<file path="src/rtl/rtc_pkg.sv">
// Package: shared types and BCD/calendar helper functions for the shadowed
// calendar clock. Assumes two-digit BCD fields held in bytes.
package rtc_pkg;
    localparam int NUM_FIELDS = 7;
    localparam int F_SEC  = 0;
    localparam int F_MIN  = 1;
    localparam int F_HR   = 2;
    localparam int F_DAY  = 3;
    localparam int F_DATE = 4;
    localparam int F_MON  = 5;
    localparam int F_YR   = 6;

    typedef logic [7:0] bcd8_t;
    typedef logic [NUM_FIELDS*8-1:0] time_vec_t;

    // Bits a field keeps; the rest read as zero.
    function automatic bcd8_t field_mask(int idx);
        case (idx)
            F_SEC, F_MIN: return 8'h7F;
            F_HR, F_DATE: return 8'h3F;
            F_DAY:        return 8'h07;
            F_MON:        return 8'h1F;
            default:      return 8'hFF;
        endcase
    endfunction

    // Value a field restarts from after wrapping, also its reset value.
    function automatic bcd8_t field_low(int idx);
        case (idx)
            F_DAY, F_DATE, F_MON: return 8'h01;
            default:              return 8'h00;
        endcase
    endfunction

    // Last value of a field with a fixed range (day of month is dynamic).
    function automatic bcd8_t field_high_fixed(int idx);
        case (idx)
            F_SEC, F_MIN: return 8'h59;
            F_HR:         return 8'h23;
            F_DAY:        return 8'h07;
            F_MON:        return 8'h12;
            F_DATE:       return 8'h31;
            default:      return 8'h99;
        endcase
    endfunction

    // Field whose wrap drives this field's step: day of month follows hours.
    function automatic int carry_src(int idx);
        if (idx == F_DATE) return F_HR;
        return idx - 1;
    endfunction

    // Two-digit BCD increment without range limit.
    function automatic bcd8_t bcd_inc(bcd8_t v);
        if (v[3:0] >= 4'd9) return {v[7:4] + 4'd1, 4'h0};
        return {v[7:4], v[3:0] + 4'd1};
    endfunction

    // Year divisible by four, evaluated on the BCD digits.
    function automatic logic bcd_leap(bcd8_t y);
        if (y[4] == 1'b0) return (y[3:0] == 4'd0) || (y[3:0] == 4'd4) || (y[3:0] == 4'd8);
        return (y[3:0] == 4'd2) || (y[3:0] == 4'd6);
    endfunction

    // Last day of the month in BCD.
    function automatic bcd8_t month_last(bcd8_t mon, bcd8_t yr);
        case (mon)
            8'h02:                      return bcd_leap(yr) ? 8'h29 : 8'h28;
            8'h04, 8'h06, 8'h09, 8'h11: return 8'h30;
            default:                    return 8'h31;
        endcase
    endfunction
endpackage

</file>
<file path="src/rtl/rtc_bcd_wrap.sv">
// Module: one BCD field counter that either loads a value, steps with wrap
// from hi_i to lo_i, or holds. Assumes the limits are valid BCD.
module rtc_bcd_wrap #(
    parameter logic [7:0] RST_VAL = 8'h00
) (
    input  logic       clk,
    input  logic       rst_n,
    input  logic       step_i,
    input  logic       load_i,
    input  logic [7:0] load_val_i,
    input  logic [7:0] lo_i,
    input  logic [7:0] hi_i,
    output logic [7:0] val_o,
    output logic       wrap_o
);
    logic [7:0] val_q;

    // Wrap event feeds the next field's step.
    assign wrap_o = step_i && (val_q == hi_i);
    assign val_o  = val_q;

    // Field register: load has priority over stepping.
    always_ff @(posedge clk) begin
        if (!rst_n) begin
            val_q <= RST_VAL;
        end else if (load_i) begin
            val_q <= load_val_i;
        end else if (step_i) begin
            val_q <= (val_q == hi_i) ? lo_i : rtc_pkg::bcd_inc(val_q);
        end
    end
endmodule

</file>
<file path="src/rtl/rtc_calendar.sv">
// Module: the real calendar counters. Seven BCD fields chained by carries;
// the day-of-month limit follows month and leap year. Assumes adv_i is at
// most one pulse per count and load_i carries a complete time vector.
module rtc_calendar
    import rtc_pkg::*;
(
    input  logic      clk,
    input  logic      rst_n,
    input  logic      adv_i,
    input  logic      load_i,
    input  time_vec_t load_vec_i,
    output time_vec_t cnt_vec_o
);
    logic [NUM_FIELDS-1:0] step;
    logic [NUM_FIELDS-1:0] wrap;
    bcd8_t                 cnt [NUM_FIELDS];
    logic                  unused_wraps;

    // Weekday and year wraps drive nothing further.
    assign unused_wraps = wrap[F_DAY] ^ wrap[F_YR];

    for (genvar i = 0; i < NUM_FIELDS; i++) begin : g_field
        bcd8_t hi;
        if (i == 0) begin : g_first
            assign step[i] = adv_i;
        end else begin : g_chain
            assign step[i] = wrap[carry_src(i)];
        end
        if (i == F_DATE) begin : g_dyn
            assign hi = month_last(cnt[F_MON], cnt[F_YR]);
        end else begin : g_fix
            assign hi = field_high_fixed(i);
        end
        rtc_bcd_wrap #(.RST_VAL(field_low(i))) u_fld (
            .clk        (clk),
            .rst_n      (rst_n),
            .step_i     (step[i]),
            .load_i     (load_i),
            .load_val_i (load_vec_i[i*8 +: 8]),
            .lo_i       (field_low(i)),
            .hi_i       (hi),
            .val_o      (cnt[i]),
            .wrap_o     (wrap[i])
        );
        assign cnt_vec_o[i*8 +: 8] = cnt[i];
    end
endmodule

</file>
<file path="src/rtl/rtc_host_regs.sv">
// Module: host-visible register window. Holds control, STOP and the time
// shadow; decodes writes, refreshes the shadow and raises the commit pulse.
// Assumes ADDR_W >= 4 and a combinational read path.
module rtc_host_regs
    import rtc_pkg::*;
#(
    parameter int ADDR_W = 13
) (
    input  logic              clk,
    input  logic              rst_n,
    input  logic [ADDR_W-1:0] addr_i,
    input  logic              we_i,
    input  logic [7:0]        wdata_i,
    output logic [7:0]        rdata_o,
    input  time_vec_t         cnt_vec_i,
    input  logic              adv_done_i,
    output time_vec_t         shd_vec_o,
    output logic              stop_o,
    output logic              load_o,
    output logic              freeze_o,
    output logic              hold_o,
    output logic              refresh_o,
    output logic              time_wr_o
);
    localparam int OFF_W = 3;

    logic                  hit;
    logic [OFF_W-1:0]      off;
    logic                  wr_ctl;
    logic [NUM_FIELDS-1:0] wr_fld;
    logic                  freeze_q;
    logic                  hold_q;
    logic                  stop_q;
    bcd8_t                 shd [NUM_FIELDS];

    // Address decode into the top eight locations.
    assign hit    = &addr_i[ADDR_W-1:OFF_W];
    assign off    = addr_i[OFF_W-1:0];
    assign wr_ctl = we_i && hit && (off == '0);

    for (genvar i = 0; i < NUM_FIELDS; i++) begin : g_dec
        assign wr_fld[i] = we_i && hit && (off == OFF_W'(i + 1));
    end

    // Shadow follows the counters only when neither control bit holds it.
    assign refresh_o = adv_done_i && !freeze_q && !hold_q;
    // Commit when the load bit goes from 1 to 0 by a host write.
    assign load_o    = wr_ctl && hold_q && !wdata_i[7];
    assign time_wr_o = |wr_fld;
    assign stop_o    = stop_q;
    assign freeze_o  = freeze_q;
    assign hold_o    = hold_q;

    // Control bits: freeze (6) and load (7).
    always_ff @(posedge clk) begin
        if (!rst_n) begin
            freeze_q <= 1'b0;
            hold_q   <= 1'b0;
        end else if (wr_ctl) begin
            freeze_q <= wdata_i[6];
            hold_q   <= wdata_i[7];
        end
    end

    // STOP bit: live on every seconds-byte write.
    always_ff @(posedge clk) begin
        if (!rst_n) begin
            stop_q <= 1'b0;
        end else if (wr_fld[F_SEC]) begin
            stop_q <= wdata_i[7];
        end
    end

    for (genvar i = 0; i < NUM_FIELDS; i++) begin : g_shd
        bcd8_t val_q;
        // Shadow byte: refresh wins over a host write in the same cycle.
        always_ff @(posedge clk) begin
            if (!rst_n) begin
                val_q <= field_low(i);
            end else if (refresh_o) begin
                val_q <= cnt_vec_i[i*8 +: 8];
            end else if (wr_fld[i]) begin
                val_q <= wdata_i & field_mask(i);
            end
        end
        assign shd[i] = val_q;
        assign shd_vec_o[i*8 +: 8] = val_q;
    end

    // Read mux for the register window.
    always_comb begin
        rdata_o = 8'h00;
        if (hit) begin
            case (off)
                3'd0:    rdata_o = {hold_q, freeze_q, 6'b0};
                3'd1:    rdata_o = {stop_q, shd[F_SEC][6:0]};
                default: rdata_o = shd[off - 3'd1];
            endcase
        end
    end
endmodule

</file>
<file path="src/rtl/rtc_shadow_regfile.sv">
// Module (top): calendar counters behind a shadow register window. A tick
// qualified by STOP advances the counters; the next cycle refreshes the
// shadow unless the host holds it. Assumes tick_i is a one-cycle pulse.
module rtc_shadow_regfile
    import rtc_pkg::*;
#(
    parameter int ADDR_W = 13
) (
    input  logic              clk,
    input  logic              rst_n,
    input  logic              tick_i,
    input  logic [ADDR_W-1:0] reg_addr_i,
    input  logic              reg_we_i,
    input  logic [7:0]        reg_wdata_i,
    output logic [7:0]        reg_rdata_o
);
    logic      adv;
    logic      adv_q;
    logic      stop_q;
    logic      cnt_load;
    logic      ctl_rd;
    logic      ctl_wr;
    logic      refresh;
    logic      time_wr;
    time_vec_t cnt_flat;
    time_vec_t shd_flat;

    assign adv = tick_i && !stop_q;

    // Remembers a count step so the shadow refreshes one cycle later.
    always_ff @(posedge clk) begin
        if (!rst_n) adv_q <= 1'b0;
        else        adv_q <= adv;
    end

    rtc_calendar u_cal (
        .clk        (clk),
        .rst_n      (rst_n),
        .adv_i      (adv),
        .load_i     (cnt_load),
        .load_vec_i (shd_flat),
        .cnt_vec_o  (cnt_flat)
    );

    rtc_host_regs #(.ADDR_W(ADDR_W)) u_regs (
        .clk        (clk),
        .rst_n      (rst_n),
        .addr_i     (reg_addr_i),
        .we_i       (reg_we_i),
        .wdata_i    (reg_wdata_i),
        .rdata_o    (reg_rdata_o),
        .cnt_vec_i  (cnt_flat),
        .adv_done_i (adv_q),
        .shd_vec_o  (shd_flat),
        .stop_o     (stop_q),
        .load_o     (cnt_load),
        .freeze_o   (ctl_rd),
        .hold_o     (ctl_wr),
        .refresh_o  (refresh),
        .time_wr_o  (time_wr)
    );
endmodule

</file>
<file path="config.mk">
export PLATFORM = sky130hd
export DESIGN_NAME = rtc_shadow_regfile
export DESIGN_NICKNAME = d
export VERILOG_FILES = /design/src/rtl/rtc_pkg.sv /design/src/rtl/rtc_bcd_wrap.sv /design/src/rtl/rtc_calendar.sv /design/src/rtl/rtc_host_regs.sv /design/src/rtl/rtc_shadow_regfile.sv
export SDC_FILE = /design/constraint.sdc
export NUM_CORES = 1
export LEC_CHECK = 0
export ABC_AREA = 1
export BUFFER_PORTS_ARGS = -buffer_cell sky130_fd_sc_hd__buf_2
export CORE_ASPECT_RATIO = 0.9
export CORE_MARGIN = 2
export CORE_UTILIZATION = 35
export DETAILED_ROUTE_END_ITERATION = 16
export PLACE_DENSITY = 0.58
export SLEW_MARGIN = 20
export SYNTH_ARGS = -nofsm -noshare
export SYNTH_HDL_FRONTEND = slang
export SYNTH_HIERARCHICAL = 1
export SYNTH_SLANG_ARGS = --single-unit
</file>
<file path="constraint.sdc">
create_clock -name clk -period 7.4 [get_ports clk]
set_clock_uncertainty 0.15 [all_clocks]
set_input_delay 0.37 -clock clk [delete_from_list [all_inputs] [get_ports clk]]
set_output_delay 0.37 -clock clk [all_outputs]
set_load 0.01 [all_outputs]
</file>
==> results of run 1 <==
[worst max-delay path by stage]
stage / from / endpoint / slack [ps]
after global placement: reg_addr_i[0] / u_cal/g_field[3].u_fld/val_o[7] / 3600
after CTS: reg_addr_i[0] / reg_rdata_o[7] / 3700
after detailed placement: reg_addr_i[0] / u_cal/g_field[3].u_fld/val_o[7] / 3570
after floorplan: reg_addr_i[0] / u_cal/g_field[5].u_fld/val_o[7] / 4250
final: reg_addr_i[0] / reg_rdata_o[7] / 3660
after global routing: reg_addr_i[0] / reg_rdata_o[7] / 3350
[worst max-delay path, cell delays in order]
cell      delay [ps]
buf_2            640
inv_1            350
ha_1             770
inv_1            360
nand3_1          170
nand3_1           80
nand3_1          130
o211ai_1         120
inv_1             80
buf_2            120
[placed cells by master (no fill, tap or decap), types with 4 or more instances in the layout]
| master | n |
|---|---|
| a21oi_1 | 97 |
| a21oi_2 | 11 |
| a22oi_1 | 25 |
| buf_2 | 32 |
| bufinv_16 | 4 |
| clkbuf_16 | 17 |
| clkbuf_8 | 5 |
| clkinv_2 | 4 |
| conb_1 | 128 |
| dfxtp_1 | 116 |
| ha_1 | 33 |
| inv_1 | 156 |
| inv_2 | 17 |
| nand2_1 | 425 |
| nand2_2 | 24 |
| nand2_4 | 7 |
| nand3_1 | 146 |
| nand3_2 | 6 |
| nand3_4 | 7 |
| nor2_1 | 179 |
| nor2_2 | 14 |
| nor2_4 | 9 |
| nor3_1 | 7 |
| o211ai_1 | 44 |
| o21a_1 | 5 |
| o21ai_0 | 36 |
| o21ai_1 | 15 |
| xnor2_1 | 38 |
| xnor2_2 | 5 |
| xor2_1 | 7 |
[per-stage QoR]
step / power, mW / instances / hold slack, ps / cell area [sq um]
after floorplan: 0.811 / 1626 / 305 / 9820
after global placement: 0.860 / 1955 / 316 / 10100
after detailed placement: 0.861 / 1955 / 323 / 10100
after CTS: 1.77 / 1987 / 49.0 / 10800
after global routing: 1.83 / 1989 / 62.2 / 10800
final: 1.76 / 1989 / 67.9 / 10800
[flip-flops by register name, summed over array words and instances (netlist names)]
signal and flops:
u_cal/g_field.u_fld/val_o 56, u_regs/g_shd.val_q 56, adv_q 1, u_regs/freeze_o 1
u_regs/hold_o 1, u_regs/stop_o 1
[layout make-up]
type                            instances  area (sq um)
Tap cell                              348           435
Sequential cell                       116          2320
Timing Repair Buffer                   36           203
Inverter                              174           653
Antenna cell                            2          5.00
Multi-Input combinational cell       1281          6520
Clock buffer                           23           498
Fill cell                            2795         15300
Clock inverter                          9           148
[metal layers]
| metal | wire (um) | part of all wire, % | global-route usage, % | up-vias |
|---|---|---|---|---|
| li1 | - | - | - | 4962 |
| met1 | 13600 | 51 | 28.6 | 4202 |
| met2 | 11400 | 43 | 28.5 | 247 |
| met3 | 1500 | 5.6 | 2.94 | 17 |
| met4 | 303 | 1.1 | 4.73 | 0 |
| met5 | 0 | 0 | 0 | - |
[power by group through the flow]
stage	Sequential [mW]	Combinational [mW]	Clock (mW)
after global routing	0.660	0.219	0.955
after detailed placement	0.671	0.190	0
after floorplan	0.664	0.146	0
after CTS	0.658	0.191	0.925
final	0.658	0.194	0.910
after global placement	0.671	0.188	0
==> impl_results.html, run 1 <==
<table>
<tr><th>Metric</th><th>Value</th></tr>
<tr><th colspan="2">Timing</th></tr>
<tr><td>Final period util</td><td>50.5%</td></tr>
<tr><td>Fin worst setup slack</td><td>3660 ps</td></tr>
<tr><td>Min Clock Period, post-route</td><td>3740 ps</td></tr>
<tr><td>Count of final setup violators</td><td>0</td></tr>
<tr><td>Post-route setup TNS</td><td>0 ps</td></tr>
<tr><td>Worst slew pin tran</td><td>837 ps</td></tr>
<tr><td>Achievable clock frequency</td><td>0.268 GHz</td></tr>
<tr><td>Count of final max-slew check failures</td><td>0</td></tr>
<tr><td>Endpoints failing hold</td><td>0</td></tr>
<tr><td>Setup repair after global routing missed its margin</td><td>no</td></tr>
<tr><td>Worst slew slack as a fraction of its limit</td><td>44.2%</td></tr>
<tr><th colspan="2">Clock tree</th></tr>
<tr><td>Insertion delay of the later-clocked pin in the worst-skew pair</td><td>420 ps</td></tr>
<tr><td>Clock transition at the register clock pins on the worst setup and hold paths after CTS</td><td>50 ps</td></tr>
<tr><td>Total number of clock tree sinks</td><td>116</td></tr>
<tr><td>Num CTS Buffers</td><td>17</td></tr>
<tr><td>Post-CTS setup buffer count</td><td>0</td></tr>
<tr><td>Root Buffer Master</td><td>clkbuf_16</td></tr>
<tr><td>Clock tree from TritonCTS</td><td>built</td></tr>
<tr><td>Maximum clock path buffer count</td><td>2</td></tr>
<tr><td>Total of hold buffers inserted after clock tree synthesis</td><td>0</td></tr>
<tr><td>Number of cells upsized or downsized after cts</td><td>0</td></tr>
<tr><td>Number of H-tree branching levels</td><td>4</td></tr>
<tr><th colspan="2">Yosys</th></tr>
<tr><td>Post-synthesis area per instance</td><td>6.23 sq um</td></tr>
<tr><td>Cells after Synth</td><td>1,500</td></tr>
<tr><td>Cell area after synthesis</td><td>9350 sq um</td></tr>
<tr><td>Yosys warns</td><td>6</td></tr>
<tr><th colspan="2">Setup path</th></tr>
<tr><td>Worst R2R Path Depth</td><td>20</td></tr>
<tr><td>Category of the most critical setup path</td><td>in -&gt; out</td></tr>
<tr><td>Required time of the critical path</td><td>6880 ps</td></tr>
<tr><td>Worst reg2reg setup slack</td><td>4190 ps</td></tr>
<tr><td>Arrival time of data at the critical path endpoint</td><td>3220 ps</td></tr>
<tr><td>Crit-path max FO</td><td>53</td></tr>
<tr><td>Endpoint kind of the worst setup timing path</td><td>output pin</td></tr>
<tr><td>Worst flop-to-flop path endpoint</td><td>u_cal/g_field[6].u_fld/val_o[7]</td></tr>
<tr><td>Worst reg2reg path startpoint</td><td>u_cal/g_field[0].u_fld/val_o[0]</td></tr>
<tr><td>Kind of start point of the critical path</td><td>input pin</td></tr>
<tr><th colspan="2">Drt</th></tr>
<tr><td>Drt wl/cell</td><td>13.5 um</td></tr>
<tr><td>Router iterations before antenna repair</td><td>8</td></tr>
<tr><td>Final routed wirelength across all metal layers</td><td>26,800 um</td></tr>
<tr><td>Final routed DRC violation total</td><td>0</td></tr>
<tr><td>Via density</td><td>4.74</td></tr>
<tr><td>Vias</td><td>9,428</td></tr>
<tr><td>ANT nets after route</td><td>0</td></tr>
<tr><td>DR iter-0 viols</td><td>916</td></tr>
<tr><th colspan="2">Min path</th></tr>
<tr><td>Cell count of the worst hold path</td><td>3</td></tr>
<tr><td>Path category of the worst min-delay check</td><td>in -&gt; reg</td></tr>
<tr><td>Origin of the worst min-delay path</td><td>tick_i</td></tr>
<tr><td>Endpoint with the worst hold slack</td><td>adv_q</td></tr>
<tr><th colspan="2">Global route</th></tr>
<tr><td>Total global routing track utilization</td><td>19.1%</td></tr>
<tr><td>Largest net degree at the start of global routing</td><td>67</td></tr>
<tr><td>Global-route wire length before repair</td><td>43,100 um</td></tr>
<tr><td>Global route overflow</td><td>0</td></tr>
<tr><td>Number of antenna violations at the first check in global routing</td><td>2</td></tr>
<tr><td>Via count of the first global-routing pass</td><td>8,249</td></tr>
<tr><th colspan="2">Die</th></tr>
<tr><td>Die width</td><td>176 um</td></tr>
<tr><td>Placement Rows</td><td>56</td></tr>
<tr><td>Area of the core</td><td>26,100 sq um</td></tr>
<tr><td>Floorplan die area</td><td>28,000 sq um</td></tr>
<tr><td>Initial Utilization</td><td>35.8%</td></tr>
<tr><td>Vertical extent of the die</td><td>159 um</td></tr>
<tr><td>I/O pins</td><td>33</td></tr>
<tr><th colspan="2">Run status</th></tr>
<tr><td>Outcome</td><td>completed</td></tr>
<tr><th colspan="2">Place</th></tr>
<tr><td>Count of buffers from port buffering</td><td>32</td></tr>
<tr><td>Final estimated routing congestion in global placement</td><td>0.891</td></tr>
<tr><td>Post-place setup slack</td><td>3570 ps</td></tr>
<tr><td>HPWL after DPL</td><td>19,400 um</td></tr>
<tr><th colspan="2">Power and ir drop</th></tr>
<tr><td>Pint</td><td>1.31 mW</td></tr>
<tr><td>Sequential Power Share</td><td>37.3%</td></tr>
<tr><td>Leak Pwr</td><td>5.23 nW</td></tr>
<tr><td>Share of power burned in the clock network</td><td>51.6%</td></tr>
<tr><td>Power density normalized to cell area</td><td>163 nW/um^2</td></tr>
<tr><td>Switching component of the power</td><td>453 uW</td></tr>
<tr><td>Combinational group share of total power</td><td>11.0%</td></tr>
<tr><td>Switching Fraction</td><td>25.7%</td></tr>
<tr><td>VDD IR-drop max</td><td>0.150 mV</td></tr>
<tr><th colspan="2">Layout</th></tr>
<tr><td>Layout-stage area growth over the synthesis result</td><td>15.3%</td></tr>
<tr><td>Layout Nets</td><td>1,684</td></tr>
<tr><td>Final cell utilization of the core</td><td>41.3%</td></tr>
<tr><td>Share of final-layout standard cells stronger than drive strength 1</td><td>10.6%</td></tr>
<tr><th colspan="2">Run</th></tr>
<tr><td>Maximum capacitance violations</td><td>0</td></tr>
</table>
Power figures use the tool's default switching activity.
==> run 2, diff against run 1 <==
ABC_AREA = 0   (was 1)
PLACE_DENSITY = 0.6   (was 0.58)
clock period = 3.05 ns   (was 7.4 ns; I/O delays follow)
==> impl_results.html, run 2 <==
<table>
<tr><th>Metric</th><th>Value</th></tr>
<tr><th colspan="2">Clock tree</th></tr>
<tr><td>Num CTS Buffers</td><td>17</td></tr>
<tr><td>Clock tree from TritonCTS</td><td>built</td></tr>
<tr><td>Total number of clock tree sinks</td><td>116</td></tr>
<tr><td>Clock transition at the register clock pins on the worst setup and hold paths after CTS</td><td>60 ps</td></tr>
<tr><td>Insertion delay of the later-clocked pin in the worst-skew pair</td><td>420 ps</td></tr>
<tr><td>Number of H-tree branching levels</td><td>4</td></tr>
<tr><td>Maximum clock path buffer count</td><td>2</td></tr>
<tr><td>Root Buffer Master</td><td>clkbuf_16</td></tr>
<tr><th colspan="2">Min path</th></tr>
<tr><td>Path category of the worst min-delay check</td><td>in -&gt; reg</td></tr>
<tr><th colspan="2">Global route</th></tr>
<tr><td>Total global routing track utilization</td><td>20.4%</td></tr>
<tr><td>Largest net degree at the start of global routing</td><td>50</td></tr>
<tr><td>Global route overflow</td><td>0</td></tr>
<tr><td>Global-route wire length before repair</td><td>40,800 um</td></tr>
<tr><td>Via count of the first global-routing pass</td><td>7,366</td></tr>
<tr><td>Number of antenna violations at the first check in global routing</td><td>0</td></tr>
<tr><th colspan="2">Timing</th></tr>
<tr><td>Count of final max-slew check failures</td><td>0</td></tr>
<tr><td>Min Clock Period, post-route</td><td>2890 ps</td></tr>
<tr><td>Fin worst setup slack</td><td>157 ps</td></tr>
<tr><td>Worst slew slack as a fraction of its limit</td><td>49.4%</td></tr>
<tr><td>Final period util</td><td>94.9%</td></tr>
<tr><td>Setup repair after global routing missed its margin</td><td>no</td></tr>
<tr><td>Worst slew pin tran</td><td>758 ps</td></tr>
<tr><td>Achievable clock frequency</td><td>0.346 GHz</td></tr>
<tr><td>Count of final setup violators</td><td>0</td></tr>
<tr><td>Worst hold slack</td><td>53.0 ps</td></tr>
<tr><td>Endpoints failing hold</td><td>0</td></tr>
<tr><td>Post-route setup TNS</td><td>0 ps</td></tr>
<tr><th colspan="2">Layout</th></tr>
<tr><td>Number of standard cells in the final layout excluding fillers</td><td>1,458</td></tr>
<tr><td>Final Cell Area</td><td>10,300 sq um</td></tr>
<tr><td>Number of diodes added for antenna fixing</td><td>0</td></tr>
<tr><td>Share of final-layout standard cells stronger than drive strength 1</td><td>16.4%</td></tr>
<tr><td>Final cell utilization of the core</td><td>43.6%</td></tr>
<tr><td>Layout Nets</td><td>1,201</td></tr>
<tr><td>Layout-stage area growth over the synthesis result</td><td>21.6%</td></tr>
<tr><td>Most common cell after layout, fill and taps aside</td><td>dfxtp_1</td></tr>
<tr><td>Commonest cells after routing, fill and taps aside</td><td>114 x dfxtp_1, 109 x conb_1, 96 x nand3_1</td></tr>
<tr><td>Fillers</td><td>2,314</td></tr>
<tr><th colspan="2">Power and ir drop</th></tr>
<tr><td>VDD IR-drop max</td><td>0.383 mV</td></tr>
<tr><td>Leak Pwr</td><td>3.93 nW</td></tr>
<tr><td>Total Power</td><td>4.31 mW</td></tr>
<tr><td>Power density normalized to cell area</td><td>420 nW/um^2</td></tr>
<tr><th colspan="2">Drt</th></tr>
<tr><td>Final routed wirelength across all metal layers</td><td>25,400 um</td></tr>
<tr><td>ANT nets after route</td><td>0</td></tr>
<tr><td>Vias</td><td>8,218</td></tr>
<tr><td>Via density</td><td>5.64</td></tr>
<tr><td>Drt wl/cell</td><td>17.4 um</td></tr>
<tr><td>DR iter-0 viols</td><td>906</td></tr>
<tr><td>Final routed DRC violation total</td><td>0</td></tr>
<tr><td>Router iterations before antenna repair</td><td>5</td></tr>
<tr><th colspan="2">Place</th></tr>
<tr><td>Final estimated routing congestion in global placement</td><td>0.875</td></tr>
<tr><td>Count of buffers from port buffering</td><td>32</td></tr>
<tr><td>Cell Count Post-Placement</td><td>1,419</td></tr>
<tr><td>Post-detailed-placement cell area</td><td>9540 sq um</td></tr>
<tr><td>HPWL after DPL</td><td>18,500 um</td></tr>
<tr><td>Post-place setup slack</td><td>-1.69 ps</td></tr>
<tr><th colspan="2">Yosys</th></tr>
<tr><td>Yosys warns</td><td>6</td></tr>
<tr><td>Cell area after synthesis</td><td>8450 sq um</td></tr>
<tr><td>Post-synthesis area per instance</td><td>8.59 sq um</td></tr>
<tr><td>Cells after Synth</td><td>984</td></tr>
<tr><th colspan="2">Setup path</th></tr>
<tr><td>Endpoint kind of the worst setup timing path</td><td>flop</td></tr>
<tr><td>Kind of start point of the critical path</td><td>flop</td></tr>
<tr><td>Crit-path max FO</td><td>4</td></tr>
<tr><td>Worst reg2reg setup slack</td><td>160 ps</td></tr>
<tr><td>Required time of the critical path</td><td>3200 ps</td></tr>
<tr><td>Arrival time of data at the critical path endpoint</td><td>3040 ps</td></tr>
<tr><td>Category of the most critical setup path</td><td>reg -&gt; reg</td></tr>
<tr><th colspan="2">Die</th></tr>
<tr><td>Die width</td><td>168 um</td></tr>
<tr><td>Placement Rows</td><td>53</td></tr>
<tr><td>Vertical extent of the die</td><td>151 um</td></tr>
<tr><td>Initial Utilization</td><td>35.9%</td></tr>
<tr><td>Floorplan die area</td><td>25,400 sq um</td></tr>
<tr><td>Area of the core</td><td>23,500 sq um</td></tr>
<tr><td>I/O pins</td><td>33</td></tr>
<tr><th colspan="2">Run status</th></tr>
<tr><td>Outcome</td><td>completed</td></tr>
<tr><th colspan="2">Run</th></tr>
<tr><td>Maximum capacitance violations</td><td>0</td></tr>
</table>
[run 2: cell count changes in the layout (fill, tap and decap cells not counted), moves of 26 or more]
| cell | change |
|---|---|
| xor2_1 | +56 |
| o311a_1 | +30 |
| buf_4 | +54 |
| a311oi_1 | +42 |
| nand3_1 | -50 |
| o211ai_1 | -28 |
| inv_1 | -127 |
| a211oi_1 | +26 |
| o21ai_1 | +26 |
| nand2_1 | -330 |
| a21oi_1 | -65 |
| nor2_1 | -165 |
[run 2: metal layers]
metal | vias to the layer above | wire, um | track usage (%)
met4 | 0 | 473 | 6.35
met2 | 298 | 11400 | 31.6
li1 | 3996 | - | -
met1 | 3887 | 12000 | 29.1
met5 | - | 0 | 0
met3 | 37 | 1610 | 3.06
[run 2: report_power, final]
group	switching, mW	internal [mW]
registers	0.0435	1.56
clock network	0.727	1.54
logic	0.279	0.168
total	1.05	3.26
[run 2: worst paths after layout]
check | startpoint | to | depth (start not counted)
setup reg to reg | u_cal/g_field[5].u_fld/val_o[0] | u_cal/g_field[6].u_fld/val_o[5] | 13
hold reg to reg | u_regs/freeze_o | u_regs/freeze_o | 2
setup / recovery | u_cal/g_field[5].u_fld/val_o[0] | u_cal/g_field[6].u_fld/val_o[5] | 13
hold / removal | reg_we_i | u_regs/freeze_o | 3
[run 2: repair_timing]
action / CTS / global route
buffers inserted: 0 / 3
endpoints found under the setup margin: 7 / 14
hold endpoints to repair: 7 / 0
resized for setup: 1 / 0
pin swaps: 0 / 3
cloned: 0 / 0
hold buffers: 4 / 0
[run 2: critical path: stages, from the launching register on]
cell,delay (ps)
dfxtp_4,340
or3_1,390
or3b_4,390
o311ai_2,240
xor2_1,140
nor4_4,200
nand2_2,130
nor2_4,130
inv_2,70
nor2_4,150
buf_4,140
inv_4,40
o211ai_1,170
o21ai_1,80
[run 2: area by class of cell]
cell class / count / area (sq um) / area share, %
Sequential cell: 116 / 2330 / 22.7
Inverter: 33 / 126 / 1.23
Tap cell: 302 / 378 / 3.68
Clock buffer: 24 / 492 / 4.79
Multi-Input combinational cell: 880 / 6110 / 59.5
Clock inverter: 8 / 170 / 1.66
Timing Repair Buffer: 95 / 668 / 6.51
==> run 3, diff against run 2 <==
PLACE_DENSITY = unset   (was 0.6)
PLACE_DENSITY_LB_ADDON = 0.12   (was unset)
==> impl_results.html, run 3 (synthesized netlist as in run 2, its figures left out) <==
<table>
<tr><th>Metric</th><th>Value</th></tr>
<tr><th colspan="2">Drt</th></tr>
<tr><td>Final routed DRC violation total</td><td>0</td></tr>
<tr><td>DR iter-0 viols</td><td>671</td></tr>
<tr><td>Vias</td><td>8,108</td></tr>
<tr><td>ANT nets after route</td><td>0</td></tr>
<tr><td>Via density</td><td>5.56</td></tr>
<tr><td>Final routed wirelength across all metal layers</td><td>26,800 um</td></tr>
<tr><td>Router iterations before antenna repair</td><td>5</td></tr>
<tr><td>Drt wl/cell</td><td>18.4 um</td></tr>
<tr><th colspan="2">Timing</th></tr>
<tr><td>Count of final max-slew check failures</td><td>0</td></tr>
<tr><td>Achievable clock frequency</td><td>0.346 GHz</td></tr>
<tr><td>Worst slew slack as a fraction of its limit</td><td>49.8%</td></tr>
<tr><td>Final period util</td><td>94.7%</td></tr>
<tr><td>Endpoints failing hold</td><td>0</td></tr>
<tr><td>Min Clock Period, post-route</td><td>2890 ps</td></tr>
<tr><td>Count of final setup violators</td><td>0</td></tr>
<tr><td>Worst slew pin tran</td><td>746 ps</td></tr>
<tr><td>Setup repair after global routing missed its margin</td><td>no</td></tr>
<tr><td>Post-route setup TNS</td><td>0 ps</td></tr>
<tr><th colspan="2">Place</th></tr>
<tr><td>Count of buffers from port buffering</td><td>32</td></tr>
<tr><td>Cell Count Post-Placement</td><td>1,423</td></tr>
<tr><td>Final estimated routing congestion in global placement</td><td>0.844</td></tr>
<tr><td>HPWL after DPL</td><td>20,200 um</td></tr>
<tr><th colspan="2">Min path</th></tr>
<tr><td>Endpoint with the worst hold slack</td><td>u_regs/g_shd[4].val_q[0]</td></tr>
<tr><td>Cell count of the worst hold path</td><td>4</td></tr>
<tr><td>Origin of the worst min-delay path</td><td>reg_wdata_i[0]</td></tr>
<tr><td>Path category of the worst min-delay check</td><td>in -&gt; reg</td></tr>
<tr><th colspan="2">Layout</th></tr>
<tr><td>Number of diodes added for antenna fixing</td><td>0</td></tr>
<tr><td>Number of standard cells in the final layout excluding fillers</td><td>1,458</td></tr>
<tr><td>Most common cell after layout, fill and taps aside</td><td>dfxtp_1</td></tr>
<tr><td>Layout Nets</td><td>1,202</td></tr>
<tr><td>Share of final-layout standard cells stronger than drive strength 1</td><td>16.7%</td></tr>
<tr><td>Layout-stage area growth over the synthesis result</td><td>21.3%</td></tr>
<tr><td>Commonest cells after routing, fill and taps aside</td><td>114 x dfxtp_1, 109 x conb_1, 96 x nand3_1</td></tr>
<tr><th colspan="2">Setup path</th></tr>
<tr><td>Slowest-stage cell, CP</td><td>or3_1</td></tr>
<tr><td>Worst reg2reg path startpoint</td><td>u_cal/g_field[5].u_fld/val_o[0]</td></tr>
<tr><td>Arrival time of data at the critical path endpoint</td><td>3090 ps</td></tr>
<tr><td>Kind of start point of the critical path</td><td>flop</td></tr>
<tr><td>Cell-by-cell trace of the critical path</td><td>or3_1 -&gt; or3b_4 -&gt; and2b_1 -&gt; xor2_1 -&gt; nor4_4 -&gt; nand2_2 -&gt; nor2_4 -&gt; buf_4 -&gt; o21ai_0 -&gt; a31oi_2 -&gt; a32o_1</td></tr>
<tr><td>Endpoint kind of the worst setup timing path</td><td>flop</td></tr>
<tr><td>Required time of the critical path</td><td>3250 ps</td></tr>
<tr><td>Family of cells with the greatest summed delay on the critical path</td><td>simple AND/OR/NAND/NOR gates</td></tr>
<tr><td>Worst reg2reg setup slack</td><td>160 ps</td></tr>
<tr><td>Category of the most critical setup path</td><td>reg -&gt; reg</td></tr>
<tr><td>Count of buffering cells on the critical path with inverters included</td><td>1</td></tr>
<tr><td>Worst R2R Path Depth</td><td>11</td></tr>
<tr><td>Worst flop-to-flop path endpoint</td><td>u_cal/g_field[5].u_fld/val_o[4]</td></tr>
<tr><td>CP max stage delay</td><td>390 ps</td></tr>
<tr><td>Crit-path max FO</td><td>7</td></tr>
<tr><th colspan="2">Power and ir drop</th></tr>
<tr><td>Sequential Power Share</td><td>38.4%</td></tr>
<tr><td>Combinational group share of total power</td><td>10.8%</td></tr>
<tr><td>Switching Fraction</td><td>25.2%</td></tr>
<tr><td>VDD IR-drop max</td><td>0.340 mV</td></tr>
<tr><td>Share of power burned in the clock network</td><td>50.8%</td></tr>
<tr><td>Pint</td><td>3.13 mW</td></tr>
<tr><td>Switching component of the power</td><td>1.05 mW</td></tr>
<tr><td>Leak Pwr</td><td>3.93 nW</td></tr>
<tr><td>Power density normalized to cell area</td><td>408 nW/um^2</td></tr>
<tr><th colspan="2">Global route</th></tr>
<tr><td>Global route overflow</td><td>0</td></tr>
<tr><td>Via count of the first global-routing pass</td><td>7,637</td></tr>
<tr><td>Global-route wire length before repair</td><td>43,300 um</td></tr>
<tr><td>Number of antenna violations at the first check in global routing</td><td>0</td></tr>
<tr><td>Total global routing track utilization</td><td>21.8%</td></tr>
<tr><td>Largest net degree at the start of global routing</td><td>40</td></tr>
<tr><th colspan="2">Clock tree</th></tr>
<tr><td>Maximum clock path buffer count</td><td>2</td></tr>
<tr><td>Root Buffer Master</td><td>clkbuf_16</td></tr>
<tr><td>Total number of clock tree sinks</td><td>116</td></tr>
<tr><td>Num CTS Buffers</td><td>17</td></tr>
<tr><td>Clock transition at the register clock pins on the worst setup and hold paths after CTS</td><td>60 ps</td></tr>
<tr><td>Number of H-tree branching levels</td><td>4</td></tr>
<tr><td>Insertion delay of the later-clocked pin in the worst-skew pair</td><td>420 ps</td></tr>
<tr><td>Clock tree from TritonCTS</td><td>built</td></tr>
<tr><th colspan="2">Die</th></tr>
<tr><td>Placement Rows</td><td>53</td></tr>
<tr><td>Area of the core</td><td>23,500 sq um</td></tr>
<tr><td>Initial Utilization</td><td>35.9%</td></tr>
<tr><td>I/O pins</td><td>33</td></tr>
<tr><td>Die width</td><td>168 um</td></tr>
<tr><td>Floorplan die area</td><td>25,400 sq um</td></tr>
<tr><td>Vertical extent of the die</td><td>151 um</td></tr>
<tr><th colspan="2">Run</th></tr>
<tr><td>Maximum capacitance violations</td><td>0</td></tr>
<tr><th colspan="2">Run status</th></tr>
<tr><td>Outcome</td><td>completed</td></tr>
</table>
==> run 3: cell count changes in the layout (fill, tap and decap cells not counted), sizes merged <==
cell	delta
clkinv	+4
buf	+1
clkbuf	-3
bufinv	-1
clkinvlp	-2
inv	+1
==> run 3: cell type report <==
type / count / area [sq um]
sequential: 116 / 2330
clock buffer: 21 / 460
timing repair buffer: 96 / 692
clock inverter: 10 / 154
fill: 2387 / 13300
multi-input combinational: 880 / 6110
inverter: 33 / 126
tap: 302 / 378
==> run 3: repair_timing <==
item                       4_1_cts  5_1_grt
hold buffers                     4        0
setup endpoints to repair        0       15
hold endpoints to repair         6        0
resized for setup                0        4
buffers inserted                 0        0
==> run 3: worst max path at each step <==
stage	startpoint	end	slack [ps]	cells past startpoint
after floorplan	u_cal/g_field[5].u_fld/val_o[0]	u_cal/g_field[6].u_fld/val_o[4]	-20	13
after global placement	u_cal/g_field[5].u_fld/val_o[0]	u_cal/g_field[6].u_fld/val_o[4]	100	13
after detailed placement	u_cal/g_field[5].u_fld/val_o[0]	u_cal/g_field[6].u_fld/val_o[5]	80	13
after CTS	u_cal/g_field[5].u_fld/val_o[0]	u_cal/g_field[6].u_fld/val_o[5]	50	13
after global routing	u_cal/g_field[5].u_fld/val_o[0]	u_cal/g_field[6].u_fld/val_o[5]	30	13
final	u_cal/g_field[5].u_fld/val_o[0]	u_cal/g_field[5].u_fld/val_o[4]	160	11
==> run 3: stage by stage <==
| stage | setup slack [ps] | hold slack [ps] | cell area [sq um] | total power, mW | util [%] |
|---|---|---|---|---|---|
| after floorplan | -21.5 | 75.5 | 8890 | 1.92 | - |
| after global placement | 96.8 | 288 | 9580 | 2.08 | 40.7 |
| after detailed placement | 79.7 | 288 | 9580 | 2.08 | 40.7 |
| after CTS | 52.0 | 35.6 | 10200 | 4.21 | 43.5 |
| after global routing | 32.6 | 95.5 | 10200 | 4.34 | 43.5 |
| final | 160 | 71.6 | 10200 | 4.18 | 43.5 |
==> run 3: metal layers <==
layer | share of wire [%] | vias up | wire [um] | global-route usage, %
met4 | 0.81 | 0 | 218 | 4.74
met5 | 0 | - | 0 | 0
met3 | 4.9 | 16 | 1310 | 3.42
met1 | 50 | 3872 | 13500 | 32.1
met2 | 44 | 198 | 11800 | 33.3
li1 | - | 4022 | - | -
==> run 3: worst reg2reg max path: cells and delay by family, from the launching register on <==
family | cells | cell delay (ps)
xor gates and xnor gates | 1 | 100
buffers and inverters | 1 | 150
DFF | 1 | 330
AOI/OAI and AO/OA | 3 | 580
and+or+nand+nor | 6 | 1520
==> run 3: power groups by stage <==
stage,registers (mW),clock network (mW),logic (mW)
2_1_floorplan,1.61,0,0.305
3_3_place_gp,1.64,0,0.442
3_5_place_dp,1.64,0,0.442
4_1_cts,1.60,2.16,0.447
5_1_grt,1.61,2.23,0.500
6_report,1.61,2.12,0.452
